**config.mk**
```make
export PLATFORM = sky130hd
export DESIGN_NAME = bus_xcvr
export DESIGN_NICKNAME = d
export VERILOG_FILES = /design/src/rtl/bus_xcvr_pkg.sv /design/src/rtl/xcvr_store.sv /design/src/rtl/xcvr_drive.sv /design/src/rtl/bus_xcvr.sv
export SDC_FILE = /design/constraint.sdc
export NUM_CORES = 1
export LEC_CHECK = 0
export BUFFER_PORTS_ARGS = -buffer_cell sky130_fd_sc_hd__buf_2
export CAP_MARGIN = 20
export CORE_ASPECT_RATIO = 0.75
export CORE_MARGIN = 2
export CORE_UTILIZATION = 55
export CTS_BUF_LIST = sky130_fd_sc_hd__clkbuf_4
export DETAILED_ROUTE_END_ITERATION = 10
export PLACE_DENSITY = 0.88
export SLEW_MARGIN = 5
export SYNTH_ARGS = -nofsm -noshare
export SYNTH_HDL_FRONTEND = slang
export SYNTH_SLANG_ARGS = --single-unit
```
**constraint.sdc**
```tcl
create_clock -name clk -period 2.7 [get_ports clk]
set_input_delay 0.405 -clock clk [delete_from_list [all_inputs] [get_ports clk]]
set_output_delay 0.405 -clock clk [all_outputs]
set_load 0.005 [all_outputs]
```
**src/rtl/bus_xcvr_pkg.sv**
```systemverilog
package bus_xcvr_pkg;
    // Previous-edge memory of one path: open control and strobe level
    typedef enum logic [1:0] {
        PS_CLOSED  = 2'b00,
        PS_ARMED   = 2'b01,
        PS_OPEN_LO = 2'b10,
        PS_OPEN_HI = 2'b11
    } path_state_t;
endpackage

```
**src/rtl/xcvr_store.sv**
```systemverilog
module xcvr_store
    import bus_xcvr_pkg::*;
#(
    parameter int  WIDTH   = 18,
    parameter bit  HAS_RST = 1'b1
) (
    input  logic             clk,
    input  logic             rst,
    input  logic [WIDTH-1:0] din,
    input  logic             open_i,
    input  logic             strobe_i,
    output logic [WIDTH-1:0] dout
);
    path_state_t      state_q;
    path_state_t      state_d;
    logic             armed;
    logic             load;
    logic [WIDTH-1:0] word_q;

    // Next state is named by the sampled pair, from any state
    always_comb begin
        unique case ({open_i, strobe_i})
            2'b00:   state_d = PS_CLOSED;
            2'b01:   state_d = PS_ARMED;
            2'b10:   state_d = PS_OPEN_LO;
            default: state_d = PS_OPEN_HI;
        endcase
    end

    // Output decode: a fall is pending only from strobe-high states
    always_comb begin
        unique case (state_q)
            PS_ARMED, PS_OPEN_HI: armed = 1'b1;
            default:              armed = 1'b0;
        endcase
        load = open_i | (armed & ~strobe_i);
        dout = open_i ? din : word_q;
    end

    generate
        if (HAS_RST) begin : g_rst
            always_ff @(posedge clk) begin
                if (rst) begin
                    state_q <= PS_CLOSED;
                    word_q  <= '0;
                end else begin
                    state_q <= state_d;
                    if (load) word_q <= din;
                end
            end
        end else begin : g_norst
            always_ff @(posedge clk) begin
                state_q <= state_d;
                if (load) word_q <= din;
            end
        end
    endgenerate
endmodule

```
**src/rtl/xcvr_drive.sv**
```systemverilog
module xcvr_drive #(
    parameter bit ACTIVE_LOW = 1'b0
) (
    input  logic ctrl,
    output logic drive_en
);
    generate
        if (ACTIVE_LOW) begin : g_low
            assign drive_en = ~ctrl;
        end else begin : g_high
            assign drive_en = ctrl;
        end
    endgenerate
endmodule

```
**src/rtl/bus_xcvr.sv**
```systemverilog
module bus_xcvr #(
    parameter int DATA_W  = 18,
    parameter bit HAS_RST = 1'b1
) (
    input  logic              clk,
    input  logic              rst,
    input  logic [DATA_W-1:0] a_in,
    input  logic [DATA_W-1:0] b_in,
    input  logic              ab_open,
    input  logic              ab_strobe,
    input  logic              ab_drive_on,
    input  logic              ba_open,
    input  logic              ba_strobe,
    input  logic              ba_drive_off_n,
    output logic [DATA_W-1:0] b_data,
    output logic              b_drive_en,
    output logic [DATA_W-1:0] a_data,
    output logic              a_drive_en
);
    xcvr_store #(.WIDTH(DATA_W), .HAS_RST(HAS_RST)) u_store_ab (
        .clk(clk), .rst(rst), .din(a_in),
        .open_i(ab_open), .strobe_i(ab_strobe), .dout(b_data)
    );

    xcvr_store #(.WIDTH(DATA_W), .HAS_RST(HAS_RST)) u_store_ba (
        .clk(clk), .rst(rst), .din(b_in),
        .open_i(ba_open), .strobe_i(ba_strobe), .dout(a_data)
    );

    xcvr_drive #(.ACTIVE_LOW(1'b0)) u_drive_b (
        .ctrl(ab_drive_on), .drive_en(b_drive_en)
    );

    xcvr_drive #(.ACTIVE_LOW(1'b1)) u_drive_a (
        .ctrl(ba_drive_off_n), .drive_en(a_drive_en)
    );
endmodule

```
==> impl_metrics.csv <==
group,metric,value,unit
timing,rsz0062_at_grt,"false",
timing,finalWorstSetupSlack,0.932,ns
logic_synthesis,syn_area,2240,sq um
critical_path,start_kind,"input port",
critical_path,rr_startpoint,"u_store_ab.state_q[0]",
min_path,whs_path_depth,3,
global_route,grt_util_all_layers,17.5,%
critical_path,arrival,1.36,ns
detailed_routing,drc,0,
critical_path,crit_top_cell,"buf_2",
clocking,htreeDepth,2,
critical_path,slowest_stage,"buf_2",
logic_synthesis,ys_seq_area_share,34.0,%
critical_path,cp-end-kind,"output port",
clocking,cts_resized,0,
critical_path,critPathMaxFanout,19,
logic_synthesis,synth_cell_types,15,
global_route,grt_pass1_vias,1522,
cells_and_area,area_growth,16.5,%
global_route,grt_first_pass_wirelength,6.46,mm
timing,setup-tns-final,0,ns
logic_synthesis,synth_warnings,0,
place,port_buffers,79,
detailed_routing,ant_nets,0,
clocking,hold_buffers,0,
critical_path,crit_type,"in2out",
timing,setup_viol,0,
place,dp_slack,0.926,ns
timing,slew_violations,0,
detailed_routing,drt-total-wl,3.92,mm
critical_path,rrSetupSlack,1.59,ns
place,gp_congestion,0.650,
logic_synthesis,netlist_instances,206,
floorplan,start_util,56.3,%
critical_path,path_depth,3,
critical_path,reg2regPathDepth,3,
clocking,cts_buffers,5,
power_and_ir_drop,p_leak,0.00126,uW
timing,slew_headroom,41.8,%
power_and_ir_drop,ir_worst_vdd,0.000250,V
floorplan,io_pins,82,
floorplan,die_width,77.7,microns
critical_path,reg2reg_to,"u_store_ab.word_q[1]",
detailed_routing,viasPerCell,4.80,
floorplan,core,3980,sq um
critical_path,path_buf_inv,2,
cells_and_area,num-fill-cells,351,
timing,fmax,0.566,GHz
min_path,hold_path_end,"u_store_ba.state_q[0]",
floorplan,dieArea,4600,sq um
clocking,clk_latency,0.33,ns
place,dp_hpwl,2.81,mm
min_path,hold_path_startpoint,"ba_strobe",
outcome,status,"finished clean",
clocking,post_cts_buffers,0,
clocking,cts.sinks,38,
clocking,cts_tree,"yes",
timing,whs,0.302,ns
logic_synthesis,syn-num-nets,250,
power_and_ir_drop,powerDensity,444,nW/um^2
logic_synthesis,synth-seq-cells,38,
timing,period_minus_slack,1.77,ns
critical_path,path_cells,"buf_2 -> mux2_2 -> buf_2",
global_route,grt_max_degree,75,
critical_path,cpPeakStageDelay,0.43,ns
cells_and_area,n_antenna_cell,0,
floorplan,num_rows,20,
detailed_routing,drtIter0Drc,81,
detailed_routing,dr_total_vias,1597,
cells_and_area,layout-drive-gt1-share,45.3,%
critical_path,crit_required,2.30,ns
flow_run,maxCapViolCount,0,
timing,hold_viol,0,
cells_and_area,utilization,65.6,%
floorplan,die_y,59.3,microns
clocking,clk_pin_slew_worst_paths,0.11,ns
min_path,min_path_type,"in2reg",
timing,worstMarginPinSlew,0.873,ns
global_route,overflow,0,
logic_synthesis,syn_area_per_cell,10.9,sq um
clocking,clockBufferDepth,2,
detailed_routing,dr.pass1.iters,4,
cells_and_area,nNetsFinal,321,
detailed_routing,wl_per_cell,11.8,microns
clocking,root_buffer,"clkbuf_4",
global_route,grt_antenna_before_repair,0,
critical_path,cpLargestDelayFamily,"buffers and inverters",
timing,timing.final.crit_share,65.5,%
timing,skew,0.00759,ns
stage by stage:
step / area (sq um) / total power (uW) / std cells
finish: 2610 / 1160 / 333
global route: 2610 / 1220 / 333
CTS: 2610 / 1170 / 333
detailed placement: 2560 / 902 / 325
global placement: 2560 / 893 / 325
floorplan: 2240 / 820 / 206
cell families (layout without fill, tap and decap cells):
kind of cell | count (synthesis) | in the layout | synth area share [%]
buffers and inverters | 20 | 92 | 7.55
multiplexers | 72 | 72 | 37.2
AO/OA/AOI/OAI | 2 | 2 | 0.783
AND/OR/NAND/NOR | 74 | 74 | 20.5
flip-flops | 38 | 38 | 34.0
worst register-to-register path, cell delays in order, from the launching register on:
cell	delay, ns
dfxtp_1	0.33
a21oi_2	0.16
buf_4	0.31
mux2i_1	0.24
cells in the final DEF, fill, tap and decap left out:
cell type and instances:
buf_2 79, nand2b_1 72, dfxtp_1 38, mux2i_1 36, mux2_4 18, mux2_2 18, clkbuf_4 5, clkinv_1 3
inv_2 2, a21oi_2 2, nor2_1 2, buf_4 2, inv_1 1
cell usage after synthesis (all sizes together):
master  number  share of area (%)
a21oi        2               0.78
buf         12                6.1
clkbuf       5               0.95
dfxtp       38                 34
inv          3               0.50
mux2        36                 21
mux2i       36                 16
nand2b      72                 20
nor2         2               0.34
sequential cells by signal (all words and copies together), names as in the netlist:
signal              flops
u_store_ab.word_q      18
u_store_ba.state_q      1
u_store_ba.word_q      18
u_store_ab.state_q      1
routing by layer:
metal  track usage [%]  vias up  part of all wire [%]
met5                 0        -                     0
met4              5.87        0                  0.94
met3              4.88        5                   5.6
met2              31.2       39                    47
met1              20.5      731                    46
li1                  -      822                     -
worst max path at each step:
stage                     startpoint    endpoint  slack, ns
after floorplan              ba_open  a_data[10]       1.31
after global routing         ba_open  a_data[17]       0.87
after detailed placement     ba_open  a_data[13]       0.93
final                        ba_open  a_data[17]       0.93
after global placement       ba_open   a_data[0]       0.94
after CTS                    ba_open  a_data[13]       0.92
cell type report:
| class | count | area, sq um | area share (%) |
|---|---|---|---|
| well taps | 55 | 68.8 | 2.64 |
| multi-input cells | 148 | 1310 | 50.2 |
| repair buffers | 81 | 410 | 15.7 |
| clock buffers | 5 | 37.5 | 1.44 |
| clock inverters | 3 | 11.3 | 0.432 |
| flip-flops and latches | 38 | 761 | 29.2 |
| inverters | 3 | 11.3 | 0.432 |
power breakdown:
| part | leakage, uW | switching, uW | internal, uW |
|---|---|---|---|
| combinational | 0.000922 | 108 | 160 |
| sequential | 0.000315 | 19.3 | 599 |
| clock | 0.0000277 | 179 | 93.0 |
Power figures use the tool's default switching activity.
